===== config.mk =====
export PLATFORM = sky130hd
export DESIGN_NAME = serial_search_acq
export DESIGN_NICKNAME = d
export VERILOG_FILES = /design/src/rtl/acq_pkg.sv /design/src/rtl/acq_integrator.sv /design/src/rtl/acq_hyp_counter.sv /design/src/rtl/acq_fsm.sv /design/src/rtl/serial_search_acq.sv
export SDC_FILE = /design/constraint.sdc
export NUM_CORES = 1
export LEC_CHECK = 0
export ABC_AREA = 1
export BUFFER_PORTS_ARGS = -buffer_cell sky130_fd_sc_hd__buf_2
export CORE_MARGIN = 10
export CORE_UTILIZATION = 30
export CTS_BUF_LIST = sky130_fd_sc_hd__clkbuf_16
export DETAILED_ROUTE_END_ITERATION = 10
export PLACE_DENSITY_LB_ADDON = 0.08
export SKIP_LAST_GASP = 1
export SLEW_MARGIN = 15
export SYNTH_ARGS = -nofsm -noshare
export SYNTH_HDL_FRONTEND = slang
export SYNTH_SLANG_ARGS = --single-unit

===== constraint.sdc =====
create_clock -name clk -period 8.07 [get_ports clk]
set_clock_uncertainty 0.05 [all_clocks]
set_input_delay 1.614 -clock clk [delete_from_list [all_inputs] [get_ports clk]]
set_output_delay 1.614 -clock clk [all_outputs]
set_load 0.02 [all_outputs]

===== src/rtl/acq_pkg.sv =====
package acq_pkg;
  typedef enum logic [1:0] {
    ST_IDLE   = 2'd0,
    ST_DWELL  = 2'd1,
    ST_DECIDE = 2'd2,
    ST_LOCK   = 2'd3
  } acq_state_t;
endpackage


===== src/rtl/acq_integrator.sv =====
module acq_integrator #(
  parameter int SAMPLE_W = 8,
  parameter int ACC_W    = 22
) (
  input  logic                       clk,
  input  logic                       rst_n,
  input  logic                       clr,
  input  logic                       take,
  input  logic signed [SAMPLE_W-1:0] smp,
  input  logic                       chip,
  output logic        [ACC_W-1:0]    acc_mag
);
  logic signed [ACC_W-1:0] acc_q, acc_d, ext, term;

  always_comb begin
    ext  = ACC_W'(smp);
    term = chip ? -ext : ext;
    acc_d = acc_q;
    if (clr)       acc_d = '0;
    else if (take) acc_d = acc_q + term;
    acc_mag = acc_q[ACC_W-1] ? ACC_W'(-acc_q) : ACC_W'(acc_q);
  end

  always_ff @(posedge clk or negedge rst_n) begin
    if (!rst_n) acc_q <= '0;
    else        acc_q <= acc_d;
  end
endmodule


===== src/rtl/acq_hyp_counter.sv =====
module acq_hyp_counter #(
  parameter int HYP_N = 8190,
  parameter int OFF_W = 13
) (
  input  logic             clk,
  input  logic             rst_n,
  input  logic             start,
  input  logic             adv,
  output logic [OFF_W-1:0] off_q,
  output logic             sweep_q
);
  logic [OFF_W-1:0] off_d;
  logic             sweep_d, wrap;

  always_comb begin
    wrap    = (off_q == OFF_W'(HYP_N - 1));
    off_d   = off_q;
    sweep_d = sweep_q;
    if (start) begin
      off_d   = '0;
      sweep_d = 1'b0;
    end else if (adv) begin
      off_d = wrap ? '0 : off_q + 1'b1;
      if (wrap) sweep_d = 1'b1;
    end
  end

  always_ff @(posedge clk or negedge rst_n) begin
    if (!rst_n) begin
      off_q   <= '0;
      sweep_q <= 1'b0;
    end else begin
      off_q   <= off_d;
      sweep_q <= sweep_d;
    end
  end
endmodule


===== src/rtl/acq_fsm.sv =====
module acq_fsm
  import acq_pkg::*;
#(
  parameter int HYP_N = 8190,
  parameter int CNT_W = 13
) (
  input  logic       clk,
  input  logic       rst_n,
  input  logic       start,
  input  logic       smp_valid,
  input  logic       hit,
  output acq_state_t state_q,
  output logic       take,
  output logic       clr,
  output logic       adv,
  output logic       slip_q
);
  acq_state_t       state_d;
  logic [CNT_W-1:0] cnt_q, cnt_d;
  logic             slip_d, last, miss;

  always_comb begin
    take = (state_q == ST_DWELL) && smp_valid && !slip_q && !start;
    last = take && (cnt_q == CNT_W'(HYP_N - 1));
    miss = (state_q == ST_DECIDE) && !hit;
    adv  = miss && !start;
    clr  = start || miss;

    state_d = state_q;
    if (start) state_d = ST_DWELL;
    else begin
      case (state_q)
        ST_DWELL:  if (last) state_d = ST_DECIDE;
        ST_DECIDE: state_d = hit ? ST_LOCK : ST_DWELL;
        default:   state_d = state_q;
      endcase
    end

    cnt_d = cnt_q;
    if (start || adv || last) cnt_d = '0;
    else if (take)            cnt_d = cnt_q + 1'b1;

    slip_d = slip_q;
    if (start)                                    slip_d = 1'b0;
    else if (adv)                                 slip_d = 1'b1;
    else if ((state_q == ST_DWELL) && smp_valid)  slip_d = 1'b0;
  end

  always_ff @(posedge clk or negedge rst_n) begin
    if (!rst_n) begin
      state_q <= ST_IDLE;
      cnt_q   <= '0;
      slip_q  <= 1'b0;
    end else begin
      state_q <= state_d;
      cnt_q   <= cnt_d;
      slip_q  <= slip_d;
    end
  end
endmodule


===== src/rtl/serial_search_acq.sv =====
module serial_search_acq
  import acq_pkg::*;
#(
  parameter int CODE_LEN = 4095,
  parameter int SAMPLE_W = 8,
  parameter int OFF_W    = $clog2(2 * CODE_LEN),
  parameter int ACC_W    = SAMPLE_W + $clog2(2 * CODE_LEN) + 1
) (
  input  logic                       clk,
  input  logic                       rst_n,
  input  logic                       start,
  input  logic                       smp_valid,
  input  logic signed [SAMPLE_W-1:0] smp,
  input  logic                       rep_chip,
  input  logic        [ACC_W-1:0]    threshold,
  output logic                       locked,
  output logic        [OFF_W-1:0]    hyp_offset,
  output logic        [ACC_W-1:0]    corr_mag,
  output logic                       sweep_done,
  output logic                       rep_slip
);
  localparam int HYP_N = 2 * CODE_LEN;
  localparam int CNT_W = $clog2(HYP_N);

  acq_state_t       state;
  logic             take, clr, adv, hit, mag_load;
  logic [ACC_W-1:0] acc_mag, mag_q, mag_d;

  acq_fsm #(.HYP_N(HYP_N), .CNT_W(CNT_W)) u_fsm (
    .clk(clk), .rst_n(rst_n), .start(start), .smp_valid(smp_valid),
    .hit(hit), .state_q(state), .take(take), .clr(clr), .adv(adv),
    .slip_q(rep_slip)
  );

  acq_integrator #(.SAMPLE_W(SAMPLE_W), .ACC_W(ACC_W)) u_int (
    .clk(clk), .rst_n(rst_n), .clr(clr), .take(take), .smp(smp),
    .chip(rep_chip), .acc_mag(acc_mag)
  );

  acq_hyp_counter #(.HYP_N(HYP_N), .OFF_W(OFF_W)) u_hyp (
    .clk(clk), .rst_n(rst_n), .start(start), .adv(adv),
    .off_q(hyp_offset), .sweep_q(sweep_done)
  );

  always_comb begin
    hit      = acc_mag > threshold;
    mag_load = (state == ST_DECIDE) && !start;
    mag_d    = mag_load ? acc_mag : mag_q;
    locked   = (state == ST_LOCK);
    corr_mag = mag_q;
  end

  always_ff @(posedge clk or negedge rst_n) begin
    if (!rst_n) mag_q <= '0;
    else        mag_q <= mag_d;
  end
endmodule


==> impl_metrics.xml, run 1 <==
<?xml version="1.0" encoding="UTF-8"?>
<metrics>
  <group name="power_and_ir_drop">
    <metric name="relative_contribution_of_combinational_cells_to_total_power" unit="%">38.9</metric>
    <metric name="p_switching" unit="mW">0.607</metric>
    <metric name="power.leakage" unit="nW">4.09</metric>
    <metric name="pwr_density_cell" unit="nW/um2">202</metric>
    <metric name="switch_share" unit="%">40.2</metric>
    <metric name="p_seq_share" unit="%">29.5</metric>
    <metric name="peakVddDrop" unit="V">0.0000741</metric>
    <metric name="power.internal" unit="mW">0.903</metric>
    <metric name="clockPowerShare" unit="%">31.6</metric>
  </group>
  <group name="critical_path">
    <metric name="critPathSlowestCell" unit="">sky130_fd_sc_hd__ha_1</metric>
    <metric name="cp_data_required_time" unit="ns">8.25</metric>
    <metric name="reg2reg_from" unit="">u_int.acc_q[21]$_DFFE_PN0P_</metric>
    <metric name="endpoint_kind" unit="">flip-flop</metric>
    <metric name="cp-start-kind" unit="">input port</metric>
    <metric name="worst_path_largest_cell_delay" unit="ns">0.40</metric>
    <metric name="path_cells" unit="">buf_2, inv_1, ha_1, inv_1, nor3_1, inv_1, nor3_1, nand3_1, ha_1, a21oi_1, ha_1, nand2_1, nor2_1, inv_1, nor3_1, nand3_1, nand3_1, nand2_1, nand3_1, nand2_1</metric>
    <metric name="cp-startpoint" unit="">smp[0]</metric>
    <metric name="timing_worst_setup_path_type" unit="">in -&gt; reg</metric>
    <metric name="arrival" unit="ns">4.27</metric>
    <metric name="critPathMaxFanout" unit="">5</metric>
  </group>
  <group name="place">
    <metric name="count_of_buffers_inserted_at_the_top_level_ports" unit="">72</metric>
    <metric name="gp_congestion" unit="">0.844</metric>
    <metric name="detailed_place.area" unit="um2">7120</metric>
    <metric name="dp_hpwl" unit="mm">14.7</metric>
  </group>
  <group name="worst_hold_path">
    <metric name="hp-start" unit="">corr_mag[1]$_DFFE_PN0P_</metric>
    <metric name="hold_class" unit="">reg -&gt; reg</metric>
  </group>
  <group name="synth">
    <metric name="post_synth.cell_area_avg" unit="um2">6.90</metric>
    <metric name="postSynthRegisterBits" unit="">74</metric>
    <metric name="syn-num-nets" unit="">1038</metric>
    <metric name="instance_count_of_the_mapped_netlist" unit="">951</metric>
    <metric name="synthesis.yosys.warnings" unit="">0</metric>
    <metric name="syn-cell-area" unit="um2">6560</metric>
    <metric name="synth_sequential_area_ratio" unit="%">28.2</metric>
    <metric name="synth_cell_type_count" unit="">39</metric>
  </group>
  <group name="die">
    <metric name="fp.dieArea" unit="um2">28200</metric>
    <metric name="die_h" unit="um">168</metric>
    <metric name="io_pins" unit="">73</metric>
    <metric name="floorplan.core_area" unit="um2">21700</metric>
    <metric name="die_w" unit="um">168</metric>
    <metric name="floorplan.initialDensity" unit="%">30.3</metric>
    <metric name="rows" unit="">54</metric>
  </group>
  <group name="layout">
    <metric name="mostFrequentLayoutCell" unit="">sky130_fd_sc_hd__nand2_1</metric>
    <metric name="antenna-diode-count" unit="">0</metric>
    <metric name="fillers" unit="">2362</metric>
    <metric name="final_cell_mix" unit="">sky130_fd_sc_hd__nand2_1 (306), sky130_fd_sc_hd__inv_1 (117), sky130_fd_sc_hd__nor2_1 (80), sky130_fd_sc_hd__nand3_1 (76), sky130_fd_sc_hd__dfrtp_1 (74)</metric>
    <metric name="postLayoutCellArea" unit="um2">7460</metric>
    <metric name="finalNetCount" unit="">1099</metric>
    <metric name="share_of_layout_cells_above_drive_strength_1" unit="%">16.4</metric>
    <metric name="area.growth.synth_to_final" unit="%">13.6</metric>
  </group>
  <group name="timing">
    <metric name="rsz_0062_raised_after_global_routing" unit="">false</metric>
    <metric name="hold_violations" unit="">0</metric>
    <metric name="timing.final.crit_share" unit="%">50.7</metric>
    <metric name="worst_slew_pin_slew" unit="ns">0.896</metric>
    <metric name="fmax" unit="GHz">0.244</metric>
    <metric name="finalMaxSlewViolations" unit="">0</metric>
    <metric name="finalSetupViolations" unit="">0</metric>
    <metric name="fin_setup_tns" unit="ns">0</metric>
    <metric name="max-slew-margin-rel" unit="%">40.2</metric>
    <metric name="finalWorstPathRequiredPeriod" unit="ns">4.09</metric>
  </group>
  <group name="clock_network">
    <metric name="htree_num_levels" unit="">3</metric>
    <metric name="later_pin_clock_latency_in_the_skew_report" unit="ns">0.35</metric>
    <metric name="ctsResizeCount" unit="">0</metric>
    <metric name="clock_tree.buffer_depth" unit="">2</metric>
    <metric name="post-cts-setup-buffers" unit="">0</metric>
    <metric name="cts.hold.buffers_added" unit="">0</metric>
    <metric name="cts_root_buffer" unit="">sky130_fd_sc_hd__clkbuf_16</metric>
    <metric name="cts_num_sinks" unit="">74</metric>
    <metric name="tritoncts" unit="">yes</metric>
    <metric name="numCtsBuffers" unit="">9</metric>
    <metric name="clk_pin_slew" unit="ns">0.06</metric>
  </group>
  <group name="grt">
    <metric name="grt_antenna_before_repair" unit="">0</metric>
    <metric name="largest_net_degree_at_the_start_of_global_routing" unit="">62</metric>
    <metric name="global_route_wire_length_before_repair" unit="mm">31.2</metric>
    <metric name="grt_usage" unit="%">13.4</metric>
    <metric name="gr-total-overflow" unit="">0</metric>
    <metric name="via_count_of_the_first_global_routing_pass" unit="">5972</metric>
  </group>
  <group name="job">
    <metric name="max_cap_violations" unit="">0</metric>
  </group>
  <group name="outcome">
    <metric name="outcome" unit="">completed</metric>
  </group>
  <group name="route">
    <metric name="number_of_nets_with_antenna_violations_after_routing" unit="">0</metric>
    <metric name="first_pass_iters" unit="">5</metric>
    <metric name="drt_iter0_drc" unit="">353</metric>
    <metric name="via_per_inst" unit="">4.60</metric>
    <metric name="top_layer" unit="">met4</metric>
    <metric name="wl_met2" unit="mm">8.41</metric>
    <metric name="drc_errors" unit="">0</metric>
    <metric name="wl_met3" unit="um">621</metric>
    <metric name="detail_route.wl_per_cell" unit="um">14.5</metric>
    <metric name="route.layer.met1.wl" unit="mm">9.50</metric>
    <metric name="num_vias" unit="">5963</metric>
    <metric name="detail_route.wirelength" unit="mm">18.8</metric>
  </group>
</metrics>
==> worst max-delay path, delay by kind of cell <==
| family | cells | cell delay [ns] |
|---|---|---|
| AOI/OAI and AO/OA | 1 | 0.06 |
| and+or+nand+nor | 11 | 1.34 |
| adders and majority gates | 3 | 0.85 |
| buffers and inverters | 5 | 0.40 |
==> layout make-up <==
cell class	count	area (um2)	share of cell area, %
well taps	280	350	4.70
clock buffers	9	225	3.02
flip-flops and latches	74	1850	24.8
clock inverters	7	116	1.56
multi-input cells	735	4090	54.9
inverters	118	443	5.94
repair buffers	74	378	5.07
==> Yosys cell counts <==
library cell / instances / area, um2
sky130_fd_sc_hd__a21boi_2: 1 / 11.3
sky130_fd_sc_hd__a21o_1: 2 / 15.0
sky130_fd_sc_hd__a21oi_1: 43 / 215
sky130_fd_sc_hd__a31o_2: 1 / 8.76
sky130_fd_sc_hd__and3_1: 1 / 6.26
sky130_fd_sc_hd__buf_1: 2 / 7.51
sky130_fd_sc_hd__buf_12: 2 / 40.0
sky130_fd_sc_hd__buf_2: 6 / 30.0
sky130_fd_sc_hd__buf_8: 4 / 60.1
sky130_fd_sc_hd__clkbuf_1: 10 / 37.5
sky130_fd_sc_hd__dfrtp_1: 74 / 1850
sky130_fd_sc_hd__fa_1: 1 / 20.0
sky130_fd_sc_hd__ha_1: 51 / 638
sky130_fd_sc_hd__inv_1: 116 / 435
sky130_fd_sc_hd__inv_2: 2 / 7.51
sky130_fd_sc_hd__nand2_1: 306 / 1150
sky130_fd_sc_hd__nand2_2: 17 / 106
sky130_fd_sc_hd__nand2_8: 1 / 20.0
sky130_fd_sc_hd__nand3_1: 76 / 380
sky130_fd_sc_hd__nand3_2: 17 / 170
sky130_fd_sc_hd__nand3_4: 1 / 17.5
sky130_fd_sc_hd__nand3b_1: 11 / 82.6
sky130_fd_sc_hd__nand3b_2: 1 / 11.3
sky130_fd_sc_hd__nand4_1: 12 / 75.1
sky130_fd_sc_hd__nand4_2: 1 / 12.5
sky130_fd_sc_hd__nor2_1: 80 / 300
sky130_fd_sc_hd__nor2_2: 5 / 31.3
sky130_fd_sc_hd__nor2_4: 3 / 33.8
sky130_fd_sc_hd__nor3_1: 6 / 30.0
sky130_fd_sc_hd__nor3_2: 5 / 50.1
sky130_fd_sc_hd__o211ai_1: 1 / 7.51
sky130_fd_sc_hd__o21a_1: 2 / 15.0
sky130_fd_sc_hd__o21ai_0: 20 / 100
sky130_fd_sc_hd__o21ai_1: 2 / 10.0
sky130_fd_sc_hd__o21ai_2: 17 / 149
sky130_fd_sc_hd__o21bai_1: 4 / 30.0
sky130_fd_sc_hd__or2_2: 6 / 37.5
sky130_fd_sc_hd__xnor2_1: 11 / 96.3
sky130_fd_sc_hd__xor2_1: 30 / 263
==> registers in the layout, indices dropped and copies added, names as in the netlist <==
register	count
u_int.acc_q	22
u_hyp.off_q	13
u_fsm.cnt_q	13
corr_mag	22
u_fsm.state_q	2
u_hyp.sweep_q	1
u_fsm.slip_q	1
==> worst paths after layout <==
path                                                to  slack (ns)  cells past startpoint
max                        u_int.acc_q[17]$_DFFE_PN0P_        3.98                     20
min                            corr_mag[1]$_DFFE_PN0P_        0.42                      2
max reg2reg                u_int.acc_q[20]$_DFFE_PN0P_        4.62                     16
min reg2reg                    corr_mag[1]$_DFFE_PN0P_        0.42                      2
max in group asynchronous  u_int.acc_q[21]$_DFFE_PN0P_        5.87                      2
min in group asynchronous  u_hyp.off_q[12]$_DFFE_PN0P_        1.15                      1
==> cells by family (layout without fill, tap and decap cells) <==
| kind of cell | after synthesis | after routing | share of synthesized area, % |
|---|---|---|---|
| AOI/OAI and AO/OA | 93 | 93 | 8.56 |
| xor gates and xnor gates | 41 | 41 | 5.47 |
| adders and majority gates | 52 | 52 | 10.0 |
| buffers and inverters | 142 | 208 | 9.42 |
| DFF | 74 | 74 | 28.2 |
| and+or+nand+nor | 549 | 549 | 38.3 |
==> power groups by stage <==
stage	registers, mW	clock network, mW	logic, mW
2_1_floorplan	0.432	0	0.461
3_3_place_gp	0.453	0	0.597
3_5_place_dp	0.453	0	0.592
4_1_cts	0.446	0.493	0.595
5_1_grt	0.451	0.505	0.680
6_report	0.446	0.477	0.587
==> routing by layer <==
layer	GRT usage, %	vias up
met4	4.13	0
met1	17.9	2693
li1	-	3169
met5	0	-
met3	2.26	18
met2	21.6	83
==> metrics by stage <==
step	utilization (%)	power [mW]	hold slack, ns	setup slack (ns)	cells
finish	34.4	1.51	0.424	3.98	1297
global route	34.4	1.64	0.437	3.64	1297
CTS	34.4	1.53	0.429	3.95	1297
detailed placement	32.8	1.05	0.412	3.60	1281
global placement	32.8	1.05	0.411	3.62	1281
floorplan	-	0.893	0.435	4.11	951
No activity file was read; power rests on OpenSTA's default activity.
==> inputs of run 2 (changes only) <==
Clock period 8.07 ns to 3.6 ns, I/O delays scaled along.
==> run 2 against run 1 <==
First-iteration DRC count shrank 20%. Setup slack lost 3.6 ns. Design area grew 1.1%. Global-route usage grew 0.69 points. Total power grew 120%. Flip-flop and latch count is the same. Clock power grew 83%. Non-clock buffer count grew 17.
==> impl_metrics.xml, run 2 (same netlist as run 1, synthesis figures left out) <==
<?xml version="1.0" encoding="UTF-8"?>
<metrics>
  <group name="outcome">
    <metric name="outcome" unit="">completed</metric>
  </group>
  <group name="place">
    <metric name="dp_hpwl" unit="mm">15.4</metric>
    <metric name="gp_congestion" unit="">0.857</metric>
    <metric name="count_of_buffers_inserted_at_the_top_level_ports" unit="">72</metric>
    <metric name="detailed_place.area" unit="um2">7270</metric>
  </group>
  <group name="layout">
    <metric name="mostFrequentLayoutCell" unit="">sky130_fd_sc_hd__nand2_1</metric>
    <metric name="multiInputGateArea" unit="um2">4090</metric>
    <metric name="finalNetCount" unit="">1116</metric>
    <metric name="flip_flop_and_latch_area" unit="um2">1850</metric>
    <metric name="share_of_layout_cells_above_drive_strength_1" unit="%">17.8</metric>
    <metric name="fillers" unit="">2384</metric>
    <metric name="postLayoutCellArea" unit="um2">7540</metric>
    <metric name="antenna-diode-count" unit="">0</metric>
    <metric name="postLayoutCoreUtil" unit="%">34.8</metric>
    <metric name="area.growth.synth_to_final" unit="%">14.9</metric>
    <metric name="final_cell_mix" unit="">sky130_fd_sc_hd__nand2_1 (306), sky130_fd_sc_hd__inv_1 (117), sky130_fd_sc_hd__nor2_1 (80), sky130_fd_sc_hd__nand3_1 (76), sky130_fd_sc_hd__dfrtp_1 (74)</metric>
  </group>
  <group name="grt">
    <metric name="grt_antenna_before_repair" unit="">0</metric>
    <metric name="gr-total-overflow" unit="">0</metric>
    <metric name="global_route_wire_length_before_repair" unit="mm">32.8</metric>
    <metric name="via_count_of_the_first_global_routing_pass" unit="">6206</metric>
    <metric name="largest_net_degree_at_the_start_of_global_routing" unit="">41</metric>
    <metric name="grt_usage" unit="%">14.1</metric>
  </group>
  <group name="worst_hold_path">
    <metric name="hold_class" unit="">in -&gt; async</metric>
  </group>
  <group name="critical_path">
    <metric name="critPathMaxFanout" unit="">5</metric>
    <metric name="timing.reg2reg.setup_slack" unit="ns">0.44</metric>
    <metric name="cp_data_required_time" unit="ns">3.78</metric>
    <metric name="r2r.worst_path.cells" unit="">21</metric>
    <metric name="arrival" unit="ns">3.37</metric>
    <metric name="reg2reg_from" unit="">u_int.acc_q[0]$_DFFE_PN0P_</metric>
    <metric name="cp-start-kind" unit="">input port</metric>
    <metric name="endpoint_kind" unit="">flip-flop</metric>
    <metric name="timing_worst_setup_path_type" unit="">in -&gt; reg</metric>
    <metric name="crit-reg2reg-capture" unit="">u_fsm.cnt_q[5]$_DFFE_PN0P_</metric>
  </group>
  <group name="power_and_ir_drop">
    <metric name="pwr_density_cell" unit="nW/um2">432</metric>
    <metric name="power.leakage" unit="nW">4.14</metric>
    <metric name="peakVddDrop" unit="V">0.000181</metric>
    <metric name="total_power" unit="mW">3.25</metric>
  </group>
  <group name="timing">
    <metric name="worst_slew_pin_slew" unit="ns">0.915</metric>
    <metric name="hold_slack" unit="ns">0.308</metric>
    <metric name="fin_setup_tns" unit="ns">0</metric>
    <metric name="finalWorstPathRequiredPeriod" unit="ns">3.19</metric>
    <metric name="finalSetupViolations" unit="">0</metric>
    <metric name="timing.final.crit_share" unit="%">88.6</metric>
    <metric name="max-slew-margin-rel" unit="%">38.9</metric>
    <metric name="hold_violations" unit="">0</metric>
    <metric name="finalMaxSlewViolations" unit="">0</metric>
    <metric name="rsz_0062_raised_after_global_routing" unit="">false</metric>
    <metric name="fmax" unit="GHz">0.313</metric>
  </group>
  <group name="die">
    <metric name="io_pins" unit="">73</metric>
    <metric name="floorplan.core_area" unit="um2">21700</metric>
    <metric name="die_w" unit="um">168</metric>
    <metric name="rows" unit="">54</metric>
    <metric name="die_h" unit="um">168</metric>
    <metric name="fp.dieArea" unit="um2">28200</metric>
    <metric name="floorplan.initialDensity" unit="%">30.3</metric>
  </group>
  <group name="clock_network">
    <metric name="later_pin_clock_latency_in_the_skew_report" unit="ns">0.35</metric>
    <metric name="cts_num_sinks" unit="">74</metric>
    <metric name="ctsResizeCount" unit="">0</metric>
    <metric name="clock_tree.buffer_depth" unit="">2</metric>
    <metric name="clk_pin_slew" unit="ns">0.07</metric>
    <metric name="cts.hold.buffers_added" unit="">0</metric>
    <metric name="numCtsBuffers" unit="">9</metric>
    <metric name="cts_root_buffer" unit="">sky130_fd_sc_hd__clkbuf_16</metric>
    <metric name="post-cts-setup-buffers" unit="">0</metric>
    <metric name="tritoncts" unit="">yes</metric>
    <metric name="htree_num_levels" unit="">3</metric>
  </group>
  <group name="route">
    <metric name="first_pass_iters" unit="">5</metric>
    <metric name="drc_errors" unit="">0</metric>
    <metric name="num_vias" unit="">6099</metric>
    <metric name="drt_iter0_drc" unit="">284</metric>
    <metric name="number_of_nets_with_antenna_violations_after_routing" unit="">0</metric>
    <metric name="detail_route.wl_per_cell" unit="um">14.9</metric>
    <metric name="detail_route.wirelength" unit="mm">19.5</metric>
    <metric name="via_per_inst" unit="">4.64</metric>
  </group>
  <group name="job">
    <metric name="max_cap_violations" unit="">0</metric>
  </group>
</metrics>
-- run 2: power by group --
part	total (mW)	switching, mW	internal (mW)
registers	0.984	0.0979	0.886
logic	1.40	0.902	0.495
clock network	0.874	0.409	0.465
total	3.25	1.41	1.85
-- run 2: worst max path at each step --
stage / startpoint / end / slack, ns / cells past startpoint
after floorplan: smp[1] / u_int.acc_q[17]$_DFFE_PN0P_ / 0.53 / 19
after global placement: smp[0] / u_int.acc_q[17]$_DFFE_PN0P_ / 0.13 / 20
after detailed placement: smp[0] / u_int.acc_q[17]$_DFFE_PN0P_ / 0.1 / 20
after CTS: u_int.acc_q[0]$_DFFE_PN0P_ / u_int.acc_q[18]$_DFFE_PN0P_ / 0.37 / 21
after global routing: smp[0] / u_int.acc_q[17]$_DFFE_PN0P_ / 0.04 / 20
final: smp[0] / u_int.acc_q[17]$_DFFE_PN0P_ / 0.41 / 20
-- run 2: area by class of cell --
type	count	area share (%)
multi-input cells	735	54.3
well taps	280	4.65
flip-flops and latches	74	24.6
clock inverters	7	0.598
inverters	118	5.88
repair buffers	91	7.04
clock buffers	9	2.99
-- run 2: routing by layer --
| metal | vias to the layer above | part of all wire [%] | track usage, % |
|---|---|---|---|
| met5 | - | 0 | 0 |
| met3 | 21 | 4.4 | 2.19 |
| met1 | 2790 | 49 | 19.2 |
| li1 | 3200 | - | - |
| met2 | 88 | 45 | 22.4 |
| met4 | 0 | 1.7 | 4.50 |
-- run 2: critical path, stage by stage --
cell and delay [ns]:
sky130_fd_sc_hd__buf_2 0.11, sky130_fd_sc_hd__inv_1 0.07, sky130_fd_sc_hd__ha_1 0.15, sky130_fd_sc_hd__inv_1 0.05, sky130_fd_sc_hd__nor3_1 0.12, sky130_fd_sc_hd__inv_1 0.07
sky130_fd_sc_hd__nor3_1 0.19, sky130_fd_sc_hd__nand3_1 0.16, sky130_fd_sc_hd__ha_1 0.30, sky130_fd_sc_hd__a21oi_1 0.06, sky130_fd_sc_hd__ha_1 0.35, sky130_fd_sc_hd__nand2_1 0.12
sky130_fd_sc_hd__nor2_1 0.24, sky130_fd_sc_hd__inv_1 0.11, sky130_fd_sc_hd__nor3_1 0.17, sky130_fd_sc_hd__nand3_1 0.12, sky130_fd_sc_hd__nand3_1 0.10, sky130_fd_sc_hd__nand2_1 0.05
sky130_fd_sc_hd__nand3_1 0.07, sky130_fd_sc_hd__nand2_1 0.05
-- run 2: through the flow --
step / cells / setup WS (ns)
floorplan: 951 / 0.530
detailed placement: 1298 / 0.0983
global route: 1314 / 0.0413
CTS: 1314 / 0.367
finish: 1314 / 0.410
global placement: 1298 / 0.133
==> inputs of run 3 (changes only) <==
Settings changed: PLACE_DENSITY from default to 0.45, PLACE_DENSITY_LB_ADDON 0.08 to default.
==> run 3 against run 2 <==
First-iteration DRC count up 4.6%. Sequential power rose by 0.6%. Design area decreased by 0.17%. Maximum frequency down 0.56%. Global-route usage decreased by 0.87 points. Die area did not move. Non-clock buffer count down 6. Clock-buffer cell count did not move. Hold slack better by 0.12 ns. Final cell count shrank 0.46%. Combinational power fell by 3%. Clock power rose by 9.0%. Largest cell class unchanged. Largest power group unchanged.
==> impl_metrics.xml, run 3 (same netlist as run 1, synthesis figures left out) <==
<?xml version="1.0" encoding="UTF-8"?>
<metrics>
  <group name="outcome">
    <metric name="outcome" unit="">completed</metric>
  </group>
  <group name="die">
    <metric name="floorplan.initialDensity" unit="%">30.3</metric>
    <metric name="die_h" unit="um">168</metric>
    <metric name="rows" unit="">54</metric>
    <metric name="io_pins" unit="">73</metric>
    <metric name="die_w" unit="um">168</metric>
    <metric name="fp.dieArea" unit="um2">28200</metric>
    <metric name="floorplan.core_area" unit="um2">21700</metric>
  </group>
  <group name="critical_path">
    <metric name="cp_data_required_time" unit="ns">3.79</metric>
    <metric name="cp-start-kind" unit="">input port</metric>
    <metric name="r2r.worst_path.cells" unit="">21</metric>
    <metric name="reg2reg_from" unit="">u_int.acc_q[0]$_DFFE_PN0P_</metric>
    <metric name="timing_worst_setup_path_type" unit="">in -&gt; reg</metric>
    <metric name="crit-reg2reg-capture" unit="">u_fsm.cnt_q[8]$_DFFE_PN0P_</metric>
    <metric name="timing.reg2reg.setup_slack" unit="ns">0.40</metric>
    <metric name="critPathMaxFanout" unit="">5</metric>
    <metric name="cp-startpoint" unit="">smp[1]</metric>
    <metric name="endpoint_kind" unit="">flip-flop</metric>
    <metric name="arrival" unit="ns">3.39</metric>
  </group>
  <group name="timing">
    <metric name="fmax" unit="GHz">0.312</metric>
    <metric name="max-slew-margin-rel" unit="%">33.8</metric>
    <metric name="finalSetupViolations" unit="">0</metric>
    <metric name="finalWorstPathRequiredPeriod" unit="ns">3.21</metric>
    <metric name="hold_violations" unit="">0</metric>
    <metric name="fin_setup_tns" unit="ns">0</metric>
    <metric name="timing.final.crit_share" unit="%">89.1</metric>
    <metric name="rsz_0062_raised_after_global_routing" unit="">false</metric>
    <metric name="worst_slew_pin_slew" unit="ns">0.993</metric>
    <metric name="finalMaxSlewViolations" unit="">0</metric>
  </group>
  <group name="clock_network">
    <metric name="tritoncts" unit="">yes</metric>
    <metric name="numCtsBuffers" unit="">9</metric>
    <metric name="ctsResizeCount" unit="">0</metric>
    <metric name="cts_num_sinks" unit="">74</metric>
    <metric name="cts.hold.buffers_added" unit="">0</metric>
    <metric name="htree_num_levels" unit="">3</metric>
    <metric name="clk_pin_slew" unit="ns">0.06</metric>
    <metric name="clock_tree.buffer_depth" unit="">2</metric>
    <metric name="post-cts-setup-buffers" unit="">0</metric>
    <metric name="later_pin_clock_latency_in_the_skew_report" unit="ns">0.35</metric>
    <metric name="cts_root_buffer" unit="">sky130_fd_sc_hd__clkbuf_16</metric>
  </group>
  <group name="place">
    <metric name="count_of_buffers_inserted_at_the_top_level_ports" unit="">72</metric>
    <metric name="gp_congestion" unit="">0.915</metric>
    <metric name="dp_hpwl" unit="mm">14.5</metric>
  </group>
  <group name="layout">
    <metric name="fillers" unit="">2399</metric>
    <metric name="final_cell_mix" unit="">sky130_fd_sc_hd__nand2_1 (306), sky130_fd_sc_hd__inv_1 (116), sky130_fd_sc_hd__nor2_1 (80), sky130_fd_sc_hd__nand3_1 (76), sky130_fd_sc_hd__dfrtp_1 (74)</metric>
    <metric name="antenna-diode-count" unit="">0</metric>
    <metric name="finalNetCount" unit="">1110</metric>
    <metric name="mostFrequentLayoutCell" unit="">sky130_fd_sc_hd__nand2_1</metric>
    <metric name="share_of_layout_cells_above_drive_strength_1" unit="%">17.4</metric>
    <metric name="postLayoutCoreUtil" unit="%">34.7</metric>
    <metric name="area.growth.synth_to_final" unit="%">14.7</metric>
  </group>
  <group name="worst_hold_path">
    <metric name="hp-start" unit="">corr_mag[14]$_DFFE_PN0P_</metric>
    <metric name="timing.hold.worst_path_depth" unit="">2</metric>
    <metric name="hold_path_end" unit="">corr_mag[14]$_DFFE_PN0P_</metric>
    <metric name="hold_class" unit="">reg -&gt; reg</metric>
  </group>
  <group name="grt">
    <metric name="grt_usage" unit="%">13.2</metric>
    <metric name="global_route_wire_length_before_repair" unit="mm">31.1</metric>
    <metric name="grt_antenna_before_repair" unit="">0</metric>
    <metric name="largest_net_degree_at_the_start_of_global_routing" unit="">75</metric>
    <metric name="via_count_of_the_first_global_routing_pass" unit="">5971</metric>
    <metric name="gr-total-overflow" unit="">0</metric>
  </group>
  <group name="route">
    <metric name="detail_route.wirelength" unit="mm">18.7</metric>
    <metric name="drt_iter0_drc" unit="">297</metric>
    <metric name="first_pass_iters" unit="">5</metric>
    <metric name="number_of_nets_with_antenna_violations_after_routing" unit="">0</metric>
    <metric name="detail_route.wl_per_cell" unit="um">14.3</metric>
    <metric name="drc_errors" unit="">0</metric>
    <metric name="via_per_inst" unit="">4.63</metric>
    <metric name="num_vias" unit="">6058</metric>
  </group>
  <group name="job">
    <metric name="max_cap_violations" unit="">0</metric>
  </group>
  <group name="power_and_ir_drop">
    <metric name="power.leakage" unit="nW">4.13</metric>
    <metric name="pwr_density_cell" unit="nW/um2">439</metric>
    <metric name="peakVddDrop" unit="V">0.000229</metric>
  </group>
</metrics>
-- run 3: critical path, stage by stage --
cell and delay, ns:
sky130_fd_sc_hd__buf_2 0.09, sky130_fd_sc_hd__inv_1 0.08, sky130_fd_sc_hd__ha_1 0.15, sky130_fd_sc_hd__inv_1 0.05
sky130_fd_sc_hd__nor3_1 0.12, sky130_fd_sc_hd__inv_1 0.08, sky130_fd_sc_hd__nor3_1 0.21, sky130_fd_sc_hd__nand3_1 0.17
sky130_fd_sc_hd__ha_1 0.30, sky130_fd_sc_hd__a21oi_1 0.06, sky130_fd_sc_hd__ha_1 0.38, sky130_fd_sc_hd__nand2_1 0.12
sky130_fd_sc_hd__nor2_1 0.23, sky130_fd_sc_hd__inv_1 0.10, sky130_fd_sc_hd__nor3_1 0.16, sky130_fd_sc_hd__nand3_1 0.12
sky130_fd_sc_hd__nand3_1 0.10, sky130_fd_sc_hd__nand2_1 0.05, sky130_fd_sc_hd__nand3_1 0.06, sky130_fd_sc_hd__nand2_1 0.05
-- run 3: power breakdown --
part | internal [mW] | leakage [nW] | switching, mW
clock | 0.542 | 0.146 | 0.410
sequential | 0.886 | 1.01 | 0.104
combinational | 0.488 | 2.97 | 0.875
-- run 3: metal layers --
metal | global-route usage (%) | up-vias | wire length, um
met3 | 2.35 | 18 | 810
met1 | 17.7 | 2778 | 9220
met4 | 3.75 | 0 | 255
met2 | 21.3 | 86 | 8440
met5 | 0 | - | 0
li1 | - | 3176 | -
-- run 3: area by class of cell --
type / count / area (um2) / share of cell area [%]
flip-flops and latches: 74 / 1850 / 24.6
clock buffers: 9 / 225 / 2.99
repair buffers: 85 / 485 / 6.45
clock inverters: 7 / 77.6 / 1.03
well taps: 280 / 350 / 4.66
inverters: 118 / 443 / 5.89
multi-input cells: 735 / 4090 / 54.4
-- run 3: stage by stage --
stage                     setup slack, ns  hold slack (ns)  cell area, um2  total power [mW]  cells
after floorplan                     0.530            0.374            6560              2.00    951
after global placement              0.150            0.411            7220              2.38   1292
after detailed placement           0.0909            0.411            7220              2.37   1292
after CTS                           0.336            0.429            7530              3.35   1308
after global routing               0.0880            0.454            7530              3.58   1308
final                               0.392            0.425            7530              3.31   1308
-- run 3: how the worst max path moves through the flow --
stage / slack (ns) / end / depth (start not counted)
floorplan: 0.53 / u_int.acc_q[17]$_DFFE_PN0P_ / 19
global placement: 0.15 / u_int.acc_q[17]$_DFFE_PN0P_ / 20
detailed placement: 0.09 / u_int.acc_q[17]$_DFFE_PN0P_ / 20
CTS: 0.34 / u_int.acc_q[19]$_DFFE_PN0P_ / 21
global route: 0.09 / u_int.acc_q[17]$_DFFE_PN0P_ / 20
finish: 0.39 / u_int.acc_q[17]$_DFFE_PN0P_ / 20
